File: config.mk
export PLATFORM = sky130hd
export DESIGN_NAME = lost_irq_replay
export DESIGN_NICKNAME = d
export VERILOG_FILES = /design/src/rtl/lirq_pkg.sv /design/src/rtl/lirq_rescale.sv /design/src/rtl/lirq_ack_gate.sv /design/src/rtl/lirq_slice_timer.sv /design/src/rtl/lost_irq_replay.sv
export SDC_FILE = /design/constraint.sdc
export NUM_CORES = 1
export LEC_CHECK = 0
export BUFFER_PORTS_ARGS = -buffer_cell sky130_fd_sc_hd__buf_4
export CAP_MARGIN = 5
export CORE_MARGIN = 1
export CORE_UTILIZATION = 50
export CTS_CLUSTER_DIAMETER = 60
export DETAILED_ROUTE_END_ITERATION = 7
export PLACE_DENSITY_LB_ADDON = 0.15
export SYNTH_ARGS = -nofsm -noshare
export SYNTH_HDL_FRONTEND = slang
export SYNTH_HIERARCHICAL = 1
export SYNTH_SLANG_ARGS = --single-unit
File: constraint.sdc
create_clock -name clk -period 151.4 [get_ports clk]
set_input_delay 30.28 -clock clk [delete_from_list [all_inputs] [get_ports clk]]
set_output_delay 30.28 -clock clk [all_outputs]
set_load 0.01 [all_outputs]
File: src/rtl/lirq_pkg.sv
// Shared types for the lost interrupt reinjection tracker.
package lirq_pkg;
    // Kind of assertion attempt currently waiting for delivery feedback.
    typedef enum logic [1:0] {
        ATT_NONE   = 2'd0,
        ATT_TICK   = 2'd1,
        ATT_REPLAY = 2'd2,
        ATT_CATCH  = 2'd3
    } att_kind_e;
endpackage

File: src/rtl/lirq_rescale.sv
// Backlog rescaler: converts a backlog counted in old periods into new periods.
// Assumes: purely combinational; new period 0 or unchanged period passes through.
module lirq_rescale #(
    parameter int BL_W  = 8,
    parameter int PER_W = 12
) (
    input  logic [BL_W-1:0]  bl_i,
    input  logic [PER_W-1:0] old_per_i,
    input  logic [PER_W-1:0] new_per_i,
    output logic [BL_W-1:0]  bl_o
);
    localparam int PROD_W = BL_W + PER_W;
    localparam logic [BL_W-1:0] BL_MAX = '1;

    logic [PROD_W-1:0] prod;
    logic [PROD_W-1:0] quo;

    // Scale product and quotient; divisor guarded against zero.
    always_comb begin
        prod = PROD_W'(bl_i) * PROD_W'(old_per_i);
        quo  = (new_per_i == '0) ? '0 : prod / PROD_W'(new_per_i);
    end

    // Select pass-through, saturated or scaled result.
    always_comb begin
        if (new_per_i == '0 || new_per_i == old_per_i) begin
            bl_o = bl_i;
        end else if (quo > PROD_W'(BL_MAX)) begin
            bl_o = BL_MAX;
        end else begin
            bl_o = quo[BL_W-1:0];
        end
    end
endmodule

File: src/rtl/lirq_ack_gate.sv
// Acknowledge replay gate: decides whether a status read becomes a replay,
// and counts consecutive replays up to CAP.
// Assumes: a tick in the same cycle takes precedence over the replay.
module lirq_ack_gate #(
    parameter int CAP = 20
) (
    input  logic clk,
    input  logic rst_n,
    input  logic tick_i,
    input  logic ack_i,
    input  logic bl_nz_i,
    output logic replay_o
);
    localparam int RC_W = $clog2(CAP + 1);
    localparam logic [RC_W-1:0] RC_CAP = RC_W'(CAP);

    logic [RC_W-1:0] rep_q;

    // Replay when acknowledged, backlog owed and cap not yet reached.
    assign replay_o = ack_i && !tick_i && bl_nz_i && (rep_q < RC_CAP);

    // Replay counter: reset on a tick at the cap, count each replay.
    always_ff @(posedge clk) begin
        if (!rst_n) begin
            rep_q <= '0;
        end else if (tick_i && rep_q >= RC_CAP) begin
            rep_q <= '0;
        end else if (replay_o) begin
            rep_q <= rep_q + 1'b1;
        end
    end
endmodule

File: src/rtl/lirq_slice_timer.sv
// Catch-up slice timer: while a backlog is owed, signals a firing every
// period / (min(backlog, SLICE_MAX) + 1) cycles (at least every cycle).
// Assumes: block_i holds a due firing back until the path is free.
module lirq_slice_timer #(
    parameter int BL_W      = 8,
    parameter int PER_W     = 12,
    parameter int SLICE_MAX = 7
) (
    input  logic             clk,
    input  logic             rst_n,
    input  logic [BL_W-1:0]  backlog_i,
    input  logic [PER_W-1:0] period_i,
    input  logic             block_i,
    output logic             fire_o
);
    localparam int DIV_W = $clog2(SLICE_MAX + 2);

    logic [PER_W-1:0] cnt_q;
    logic [PER_W-1:0] slice;
    logic [PER_W-1:0] slice_eff;
    logic [PER_W:0]   cnt_inc;
    logic [DIV_W-1:0] divisor;
    logic             nz;
    logic             due;

    assign nz = backlog_i != '0;

    // Divisor grows with the backlog up to SLICE_MAX + 1.
    always_comb begin
        if (backlog_i > BL_W'(SLICE_MAX)) begin
            divisor = DIV_W'(SLICE_MAX + 1);
        end else begin
            divisor = DIV_W'(backlog_i) + 1'b1;
        end
    end

    // Slice length with a one-cycle floor, and due test.
    always_comb begin
        slice     = period_i / PER_W'(divisor);
        slice_eff = (slice == '0) ? PER_W'(1) : slice;
        cnt_inc   = {1'b0, cnt_q} + {{PER_W{1'b0}}, 1'b1};
        due       = cnt_inc >= {1'b0, slice_eff};
    end

    assign fire_o = nz && due && !block_i;

    // Slice counter: held at zero when idle, restarted on firing, parked when due.
    always_ff @(posedge clk) begin
        if (!rst_n || !nz) begin
            cnt_q <= '0;
        end else if (fire_o) begin
            cnt_q <= '0;
        end else if (!due) begin
            cnt_q <= cnt_inc[PER_W-1:0];
        end
    end
endmodule

File: src/rtl/lost_irq_replay.sv
// Lost interrupt reinjection tracker: counts undelivered periodic interrupts
// and replays them on acknowledge or from a catch-up slice timer.
// Assumes: dlv_ok_i is valid in the cycle irq_req_o is high; one attempt per edge.
module lost_irq_replay
    import lirq_pkg::*;
#(
    parameter int BL_W      = 8,
    parameter int PER_W     = 12,
    parameter int ACK_CAP   = 20,
    parameter int SLICE_MAX = 7
) (
    input  logic             clk,
    input  logic             rst_n,
    input  logic             tick_i,
    input  logic             ack_rd_i,
    input  logic             dlv_ok_i,
    input  logic [PER_W-1:0] period_i,
    output logic             irq_req_o,
    output logic             clr_sts_o,
    output logic [BL_W-1:0]  backlog_o
);
    localparam logic [BL_W-1:0] BL_MAX = '1;

    logic [BL_W-1:0]  backlog_q;
    logic [BL_W-1:0]  bl_scaled;
    logic [BL_W-1:0]  bl_next;
    logic [PER_W-1:0] period_q;
    att_kind_e        att_q;
    att_kind_e        att_d;
    logic             clr_q;
    logic             replay_go;
    logic             catch_go;
    logic             catch_block;
    logic             bl_nz;

    assign bl_nz = backlog_q != '0;

    lirq_rescale #(.BL_W(BL_W), .PER_W(PER_W)) u_rescale (
        .bl_i      (backlog_q),
        .old_per_i (period_q),
        .new_per_i (period_i),
        .bl_o      (bl_scaled)
    );

    lirq_ack_gate #(.CAP(ACK_CAP)) u_ack (
        .clk      (clk),
        .rst_n    (rst_n),
        .tick_i   (tick_i),
        .ack_i    (ack_rd_i),
        .bl_nz_i  (bl_nz),
        .replay_o (replay_go)
    );

    assign catch_block = tick_i || replay_go || (att_q != ATT_NONE);

    lirq_slice_timer #(.BL_W(BL_W), .PER_W(PER_W), .SLICE_MAX(SLICE_MAX)) u_slice (
        .clk       (clk),
        .rst_n     (rst_n),
        .backlog_i (backlog_q),
        .period_i  (period_q),
        .block_i   (catch_block),
        .fire_o    (catch_go)
    );

    // Apply delivery feedback of the attempt in flight to the rescaled backlog.
    always_comb begin
        bl_next = bl_scaled;
        if (att_q == ATT_TICK && !dlv_ok_i) begin
            if (bl_scaled != BL_MAX) begin
                bl_next = bl_scaled + 1'b1;
            end
        end else if ((att_q == ATT_REPLAY || att_q == ATT_CATCH) && dlv_ok_i) begin
            if (bl_scaled != '0) begin
                bl_next = bl_scaled - 1'b1;
            end
        end
    end

    // Pick at most one new attempt: tick, then replay, then catch-up.
    always_comb begin
        if (tick_i) begin
            att_d = ATT_TICK;
        end else if (replay_go) begin
            att_d = ATT_REPLAY;
        end else if (catch_go) begin
            att_d = ATT_CATCH;
        end else begin
            att_d = ATT_NONE;
        end
    end

    // State registers: backlog, period, attempt kind, status clear pulse.
    always_ff @(posedge clk) begin
        if (!rst_n) begin
            backlog_q <= '0;
            period_q  <= period_i;
            att_q     <= ATT_NONE;
            clr_q     <= 1'b0;
        end else begin
            backlog_q <= bl_next;
            period_q  <= period_i;
            att_q     <= att_d;
            clr_q     <= ack_rd_i && !replay_go;
        end
    end

    assign irq_req_o = att_q != ATT_NONE;
    assign clr_sts_o = clr_q;
    assign backlog_o = backlog_q;
endmodule

==> results of run 1 <==
==> metrics by stage <==
stage,std cells,setup slack [ps],util (%),area (µm²),hold slack (ps)
2_1_floorplan,2372,78680,-,18100,466
3_3_place_gp,2812,75270,52.7,18700,480
3_5_place_dp,2812,73900,52.7,18700,489
4_1_cts,2820,74050,53.1,18900,498
5_1_grt,2820,69240,53.1,18900,540
6_report,2821,73170,53.2,18900,497
==> synthesized netlist by cell type, drive strengths merged, types with 9 or more instances <==
cell type	instances	area, µm²
a211oi	21	163
a21boi	11	90.1
a21o	70	527
a21oi	149	768
a31oi	31	224
and2	104	656
and3	30	193
buf	15	103
clkbuf	48	180
dfxtp	40	801
fa	60	1200
ha	279	3490
inv	140	528
mux2	57	687
mux2i	27	295
nand2	198	756
nand2b	36	225
nand3	66	335
nand3b	10	75.1
nand4	18	113
nor2	188	723
nor2b	26	163
nor3	88	472
nor3b	10	91.3
nor4	16	130
o211ai	32	283
o21a	82	616
o21ai	112	594
o31a	11	98.9
o31ai	31	246
or2	23	146
or3	23	151
or3b	9	81.3
or4	12	105
xnor2	81	709
xor2	69	604
==> state kept, by name (all words and copies together) (netlist names) <==
name,cells
period_q,12
u_slice/cnt_q,12
backlog_o,8
u_ack/rep_q,5
att_q,2
clr_sts_o,1
==> final timing paths <==
kind                               startpoint                           to  slack, ps  depth (start not counted)
hold reg to reg   u_ack/rep_q[3]$_SDFFE_PP0P_  u_ack/rep_q[3]$_SDFFE_PP0P_        500                          2
hold / removal    u_ack/rep_q[3]$_SDFFE_PP0P_  u_ack/rep_q[3]$_SDFFE_PP0P_        500                          2
setup / recovery                  period_i[8]      backlog_o[2]$_SDFF_PN0_      73170                        200
setup reg to reg      backlog_o[7]$_SDFF_PN0_      backlog_o[2]$_SDFF_PN0_      98890                        214
==> layer usage <==
metal,wire length [µm],global-route usage [%],part of all wire (%)
met4,1530,9.36,2.9
met1,24000,37.2,46
met2,24100,48.9,46
met3,2450,2.15,4.7
met5,0,0,0
==> cell type report <==
cell class	count	area (µm²)	share of cell area (%)
diodes	1	2.50	0.0132
clock buffers	5	125	0.662
clock inverters	3	46.3	0.245
inverters	140	528	2.79
multi-input cells	2129	16500	87.3
flip-flops and latches	40	801	4.24
well taps	461	577	3.05
repair buffers	42	315	1.67
==> cells by family (layout without fill, tap and decap cells) <==
kind of cell | Yosys count | in the layout
flops | 40 | 40
mux | 84 | 84
simple gates | 884 | 884
xor+xnor | 150 | 150
buf+inv | 203 | 190
compound gates | 672 | 672
fa+ha+maj | 339 | 339
other cells | 0 | 1
==> worst register-to-register path: cells and delay by family, from the launching register on <==
family | cells | cell delay (ps)
muxes | 6 | 1700
DFF | 1 | 850
and+or+nand+nor | 54 | 11640
xor gates and xnor gates | 1 | 160
AOI/OAI and AO/OA | 123 | 29010
buffers and inverters | 4 | 490
adders and majority gates | 26 | 8510
==> key figures, run 1 <==
Status
  – Status: completed

STA
  – Final max-slew violation count: 0
  – Worst-Margin Slew: 1150 ps
  – Setup_tns: 0 ps
  – Final Setup Violations: 0
  – Fin crit period: 78,230 ps
  – Final period utilization: 51.7%
  – Clock skew: 12.2 ps
  – RSZ-0062 raised after global routing: false
  – Final Hold Vio Count: 0
  – Fmax: 12.8 MHz
  – Max_slew headroom: 22.9%

Global routing
  – Initial antenna violation count: 0
  – Vias in the first global route: 16,669
  – First-pass GRT wire length: 84,800 µm
  – GRT Residual Overflow: 0
  – GRT Total Usage: 28.4%
  – Largest net degree at the start of global routing: 30

Die
  – Initial Util: 50.9%
  – Die area: 37,000 µm²
  – Total I/O pin count: 27
  – # rows: 69
  – Die Width: 192 µm
  – CORE AREA: 35,600 µm²
  – Die Y: 192 µm

Logic synthesis
  – Synth Net Count: 2,728
  – Cell Area, Synth: 18,100 µm²
  – Xor/xnor share of the synthesized area: 7.25%
  – FF+latch count, synth: 40
  – Sequential share of the synthesized area: 4.42%
  – Avg Cell Area, Syn: 7.64 µm²
  – Adder and majority gate portion of the synthesized area: 25.9%
  – Compound-gate portion of the synthesized area: 26.6%
  – Post-synth EDFFs: 0
  – FFs w/ async S/R, synth: 0%
  – Synth warn: 6
  – Primary FF master, synth: dfxtp_1
  – Synth cell types: 134
  – Post-synthesis mux area share: 5.42%
  – Mapped Cells: 2,372
  – Simple-gate portion of the synthesized area: 25.9%
  – Largest family of logic cells by synthesized area: compound AO/OA/AOI/OAI gates

Clocking
  – Clock tree buffer depth: 2
  – Worst-Skew Late Latency: 310 ps
  – Postcts setup bufs: 0
  – CTS tree: done
  – Resize count post-CTS: 0
  – Root buf cell: clkbuf_16
  – H-tree depth: 2
  – Reg clk slew, reported paths: 70 ps
  – CTS buffer count: 5
  – Hold-fix buffers, CTS: 0
  – CTS Sinks: 40

Placed design
  – Hpwl dp: 41,900 µm
  – Port buffer count: 26
  – Final GP Congestion: 0.973

Finish
  – Leading cell type in the layout, fill and taps excluded: ha_1
  – Nets@finish: 2,714
  – Most frequent cells in the layout: ha_1 (279), nand2_1 (195), nor2_1 (183), a21oi_1 (145), inv_1 (138)
  – Filler instances: 3,439
  – Area Growth Syn to Fin: 4.36%
  – Share of cells above drive strength 1: 9.67%

Hold path
  – Min-delay worst type: reg2reg

Detailed routing
  – DR pass1 iterations: 7
  – Routed Antenna Nets: 0
  – 1st-iter DRT viols: 1,207
  – Drt drc: 0
  – WL final: 52,100 µm
  – Via Count: 17,422
  – Drt wl/cell: 18.5 µm
  – Via density: 6.18

Setup path
  – Crit path capture type: flip-flop
  – Most frequent cell on the critical path: o21a_1
  – Critical path class: in2reg
  – CP Data Required Time: 151,600 ps
  – Peak per-stage delay on the critical path: 950 ps
  – Critical path launch point type: input port
  – Crit path buffers/inverters: 3
  – CP Max Fanout: 23
  – Worst EP arrival: 78,430 ps
  – CP delay by family, top: compound AO/OA/AOI/OAI gates
  – Slowest CP cell: nor4_1

Job
  – Max-cap violations: 0
Power of run 1 is not shown: default switching activity piles up to over one toggle a cycle in this logic, so the estimate is an artifact.
==> inputs of run 2 (changes only) <==
- clock period: 151.4 -> 74.7 ns (I/O delays scaled with it)
==> key figures, run 2 (synthesis gave the netlist of run 1 again) <==
Clocking
  – Worst-Skew Late Latency: 310 ps (about the same)
  – Clock tree buffer depth: 2 (unchanged)
  – Resize count post-CTS: 0 (unchanged)
  – CTS buffer count: 5 (unchanged)
  – CTS tree: done (unchanged)
  – CTS Sinks: 40 (unchanged)
  – H-tree depth: 2 (unchanged)
  – Reg clk slew, reported paths: 60 ps (was 70 ps)
  – Postcts setup bufs: 0 (unchanged)
  – Hold-fix buffers, CTS: 0 (unchanged)
  – Root buf cell: clkbuf_16 (unchanged)

Status
  – Status: completed (unchanged)

Finish
  – Post-layout util: 53.1% (was 53.2%)
  – Leading cell type in the layout, fill and taps excluded: ha_1 (unchanged)
  – Area Growth Syn to Fin: 4.25% (was 4.36%)
  – Most frequent cells in the layout: ha_1 (279), nand2_1 (195), nor2_1 (183), a21oi_1 (145), inv_1 (138) (unchanged)
  – Nets@finish: 2,716 (was 2,714)
  – Share of cells above drive strength 1: 9.70% (was 9.67%)

Global routing
  – Largest net degree at the start of global routing: 30 (unchanged)
  – GRT Total Usage: 28.7% (was 28.4%)
  – GRT Residual Overflow: 0 (unchanged)
  – First-pass GRT wire length: 85,900 µm (was 84,800 µm)
  – Vias in the first global route: 17,047 (was 16,669)
  – Initial antenna violation count: 0 (unchanged)

Setup path
  – Peak per-stage delay on the critical path: 1010 ps (was 950 ps)
  – Reg2Reg Setup Slack: 22,390 ps (was 98,890 ps)
  – Critical path launch point type: input port (unchanged)
  – R2R cell count: 215 (was 214)
  – Worst EP arrival: 62,910 ps (was 78,430 ps)
  – CP Data Required Time: 74,900 ps (was 151,600 ps)
  – Slowest CP cell: nor4_1 (unchanged)
  – Launch point of the worst reg-to-reg path: backlog_o[7]$_SDFF_PN0_ (unchanged)
  – Critical path class: in2reg (unchanged)
  – Most frequent cell on the critical path: o21a_1 (unchanged)
  – Crit path capture type: flip-flop (unchanged)
  – CP Max Fanout: 23 (unchanged)
  – Worst R2R End: backlog_o[2]$_SDFF_PN0_ (unchanged)

Die
  – CORE AREA: 35,600 µm² (unchanged)
  – Initial Util: 50.9% (unchanged)
  – Total I/O pin count: 27 (unchanged)
  – # rows: 69 (unchanged)
  – Die Width: 192 µm (unchanged)
  – Die area: 37,000 µm² (unchanged)
  – Die Y: 192 µm (unchanged)

STA
  – Max_slew headroom: 17.6% (was 22.9%)
  – Clock skew: 9.19 ps (was 12.2 ps)
  – Final period utilization: 84.0%
  – Final max-slew violation count: 0 (unchanged)
  – RSZ-0062 raised after global routing: false (unchanged)
  – Worst-Margin Slew: 1230 ps (was 1150 ps)
  – Final Hold Vio Count: 0 (unchanged)
  – Fmax: 15.9 MHz
  – Final Setup Violations: 0 (unchanged)
  – Fin crit period: 62,710 ps
  – Setup_tns: 0 ps (unchanged)

Hold path
  – Worst hold start: u_ack/rep_q[0]$_SDFFE_PP0P_ (was u_ack/rep_q[3]$_SDFFE_PP0P_)
  – Min-Delay Endpoint: u_ack/rep_q[0]$_SDFFE_PP0P_ (was u_ack/rep_q[3]$_SDFFE_PP0P_)
  – Hold Path Cell Cnt: 2 (unchanged)
  – Min-delay worst type: reg2reg (unchanged)

Detailed routing
  – WL final: 52,800 µm (was 52,100 µm)
  – Drt wl/cell: 18.7 µm (was 18.5 µm)
  – 1st-iter DRT viols: 1,126 (was 1,207)
  – DR pass1 iterations: 6 (was 7)
  – Drt drc: 0 (unchanged)
  – Via Count: 17,589 (was 17,422)
  – Via density: 6.23 (was 6.18)
  – Routed Antenna Nets: 0 (unchanged)

Placed design
  – Final GP Congestion: 0.945 (was 0.973)
  – Port buffer count: 26 (unchanged)
  – Hpwl dp: 42,500 µm (was 41,900 µm)

Job
  – Max-cap violations: 0 (unchanged)
==> run 2: area by class of cell <==
cell class                 instances  area (µm²)
antenna                            1        2.50
tap                              461         577
clock buffer                       5         125
sequential                        40         801
fill                            3478       16700
clock inverter                     2        12.5
timing repair buffer              44         330
multi-input combinational       2129       16500
inverter                         140         528
==> run 2: critical path, delay by kind of cell <==
family	cells	cell delay, ps
adder cells (fa/ha/maj)	20	5920
AO/OA/AOI/OAI	119	27880
multiplexers	6	1680
AND/OR/NAND/NOR	52	11610
buffers and inverters	4	720
==> run 2: worst max path at each step <==
stage / end / cells past startpoint / slack [ps] / start
floorplan: backlog_o[2]$_SDFF_PN0_ / 214 / 17320 / period_i[0]
global placement: backlog_o[2]$_SDFF_PN0_ / 200 / 13950 / period_i[7]
global route: backlog_o[2]$_SDFF_PN0_ / 201 / 8450 / period_i[8]
detailed placement: backlog_o[2]$_SDFF_PN0_ / 199 / 12630 / period_i[7]
finish: backlog_o[2]$_SDFF_PN0_ / 201 / 11990 / period_i[7]
CTS: backlog_o[2]$_SDFF_PN0_ / 199 / 12840 / period_i[7]
==> run 2: layer usage <==
layer,up-vias,track usage [%],share of wire (%)
met4,0,9.18,2.8
met1,8321,37.2,46
met3,78,1.78,4.5
li1,8696,-,-
met2,494,50.2,47
met5,-,0,0
==> run 2: per-stage QoR <==
stage	cells	setup slack (ps)	hold slack, ps	area [µm²]
after floorplan	2372	17320	466	18100
after global placement	2814	13950	482	18700
after detailed placement	2814	12630	513	18700
after CTS	2821	12840	525	18900
after global routing	2821	8450	545	18900
final	2822	11990	526	18900
Power of run 2 is left out for the same reason.
==> inputs of run 3 (changes only) <==
- clock period: 74.7 -> 61.1 ns (I/O delays scaled with it)
==> key figures, run 3 (synthesis gave the netlist of run 1 again) <==
Finish
  – Leading cell type in the layout, fill and taps excluded: ha_1 (unchanged)
  – Most frequent cells in the layout: ha_1 (279), nand2_1 (195), nor2_1 (183), a21oi_1 (143), inv_1 (138) (was ha_1 (279), nand2_1 (195), nor2_1 (183), a21oi_1 (145), inv_1 (138))
  – Post-layout util: 53.5% (was 53.1%)
  – Ant diodes: 0 (was 1)
  – Filler instances: 3,443 (was 3,478)
  – Fin cells: 2,824 (was 2,822)
  – Share of cells above drive strength 1: 10.6% (was 9.70%)
  – Nets@finish: 2,718 (was 2,716)
  – Area Growth Syn to Fin: 5.14% (was 4.25%)

Clocking
  – CTS buffer count: 5 (unchanged)
  – CTS Sinks: 40 (unchanged)
  – Hold-fix buffers, CTS: 0 (unchanged)
  – H-tree depth: 2 (unchanged)
  – CTS tree: done (unchanged)
  – Worst-Skew Late Latency: 300 ps (was 310 ps)
  – Reg clk slew, reported paths: 70 ps (was 60 ps)
  – Root buf cell: clkbuf_16 (unchanged)
  – Clock tree buffer depth: 2 (unchanged)

Die
  – Die area: 37,000 µm² (unchanged)
  – Die Y: 192 µm (unchanged)
  – Initial Util: 50.9% (unchanged)
  – Total I/O pin count: 27 (unchanged)
  – # rows: 69 (unchanged)
  – Die Width: 192 µm (unchanged)
  – CORE AREA: 35,600 µm² (unchanged)

Hold path
  – Min-delay worst type: reg2reg (unchanged)
  – Worst hold start: u_ack/rep_q[3]$_SDFFE_PP0P_ (was u_ack/rep_q[0]$_SDFFE_PP0P_)
  – Hold Path Cell Cnt: 2 (unchanged)
  – Min-Delay Endpoint: u_ack/rep_q[3]$_SDFFE_PP0P_ (was u_ack/rep_q[0]$_SDFFE_PP0P_)

STA
  – Max_slew headroom: 29.3% (was 17.6%)
  – Clock skew: 10.9 ps (was 9.19 ps)
  – Worst-Margin Slew: 1060 ps (was 1230 ps)
  – Fin crit period: 57,610 ps
  – Final period utilization: 94.3%
  – Final max-slew violation count: 0 (unchanged)
  – Fmax: 17.4 MHz
  – Hold_ws: 513 ps (was 526 ps)
  – Final Setup Violations: 0 (unchanged)
  – Final Hold Vio Count: 0 (unchanged)

Setup path
  – Launch point of the worst reg-to-reg path: backlog_o[7]$_SDFF_PN0_ (unchanged)
  – Crit path capture type: flip-flop (unchanged)
  – Critical path launch point type: input port (unchanged)
  – Worst EP arrival: 57,800 ps (was 62,910 ps)
  – Most frequent cell on the critical path: a21oi_1 (was o21a_1)
  – CP Max Fanout: 19 (was 23)
  – Critical path class: in2reg (unchanged)
  – Worst R2R End: backlog_o[2]$_SDFF_PN0_ (unchanged)
  – Slowest CP cell: a221o_1 (was nor4_1)
  – Peak per-stage delay on the critical path: 560 ps (was 1010 ps)
  – CP Data Required Time: 61,290 ps (was 74,900 ps)
  – Reg2Reg Setup Slack: 10,970 ps (was 22,390 ps)
  – R2R cell count: 219 (was 215)

Global routing
  – Initial antenna violation count: 0 (unchanged)
  – Largest net degree at the start of global routing: 30 (unchanged)
  – GRT Total Usage: 28.7% (about the same)
  – First-pass GRT wire length: 85,600 µm (was 85,900 µm)
  – GRT Residual Overflow: 0 (unchanged)
  – Vias in the first global route: 16,872 (was 17,047)

Detailed routing
  – Routed Antenna Nets: 0 (unchanged)
  – Drt wl/cell: 18.8 µm (was 18.7 µm)
  – Drt drc: 0 (unchanged)
  – DR pass1 iterations: 6 (unchanged)
  – Via Count: 17,638 (was 17,589)
  – 1st-iter DRT viols: 1,259 (was 1,126)
  – Via density: 6.25 (was 6.23)
  – WL final: 53,100 µm (was 52,800 µm)

Placed design
  – Dpl cells: 2,813 (was 2,814)
  – Hpwl dp: 42,800 µm (was 42,500 µm)
  – Port buffer count: 26 (unchanged)
  – Final GP Congestion: 0.959 (was 0.945)

Status
  – Status: completed (unchanged)

Job
  – Max-cap violations: 0 (unchanged)
==> run 3: cell types whose count changed in the layout (fill, tap and decap cells not counted), sizes merged <==
cell / before / now
clkbuf: 5 / 6
buf: 44 / 45
nor2: 188 / 189
bufinv: 0 / 1
clkinvlp: 1 / 0
diode: 1 / 0
==> run 3: area by class of cell <==
| type | count | area (µm²) | area share (%) |
|---|---|---|---|
| clock buffers | 6 | 139 | 0.729 |
| inverters | 140 | 528 | 2.77 |
| flip-flops and latches | 40 | 801 | 4.20 |
| well taps | 461 | 577 | 3.03 |
| multi-input cells | 2130 | 16600 | 87.3 |
| clock inverters | 2 | 38.8 | 0.204 |
| repair buffers | 45 | 338 | 1.77 |
==> run 3: through the flow <==
step	instance area, µm²	setup TNS (ps)	setup WS (ps)
after global routing	19000	-10.6	-10.6
after detailed placement	18700	0	1210
after CTS	18900	0	1400
final	19000	0	3490
after floorplan	18100	0	6440
after global placement	18700	0	2610
==> run 3: timing repair <==
| action | in CTS | in global routing |
|---|---|---|
| resized for setup | 0 | 25 |
| setup buffers | 0 | 2 |
| endpoints found under the setup margin | 0 | 8 |
==> run 3: how the worst max path moves through the flow <==
stage,start,endpoint,slack (ps),cells after the start
6_report,period_i[4],backlog_o[2]$_SDFF_PN0_,3490,205
5_1_grt,period_i[4],backlog_o[2]$_SDFF_PN0_,-10,207
4_1_cts,period_i[4],backlog_o[2]$_SDFF_PN0_,1400,199
3_5_place_dp,period_i[4],backlog_o[2]$_SDFF_PN0_,1210,199
3_3_place_gp,period_i[7],backlog_o[2]$_SDFF_PN0_,2610,199
2_1_floorplan,period_i[0],backlog_o[2]$_SDFF_PN0_,6440,214
==> run 3: layer usage <==
metal / vias up / global-route usage (%) / part of all wire [%] / routed length [µm]
li1: 8710 / - / - / -
met1: 8401 / 37.5 / 46 / 24300
met2: 434 / 50.0 / 48 / 25300
met3: 93 / 1.44 / 3.9 / 2070
met4: 0 / 9.57 / 2.8 / 1500
met5: - / 0 / 0 / 0
==> run 3: critical path, delay by kind of cell <==
kind,cells,cell delay (ps)
buf+inv,5,1030
simple gates,53,9820
compound gates,120,26600
fa+ha+maj,20,6100
mux,7,1980
Power of run 3 is left out for the same reason.
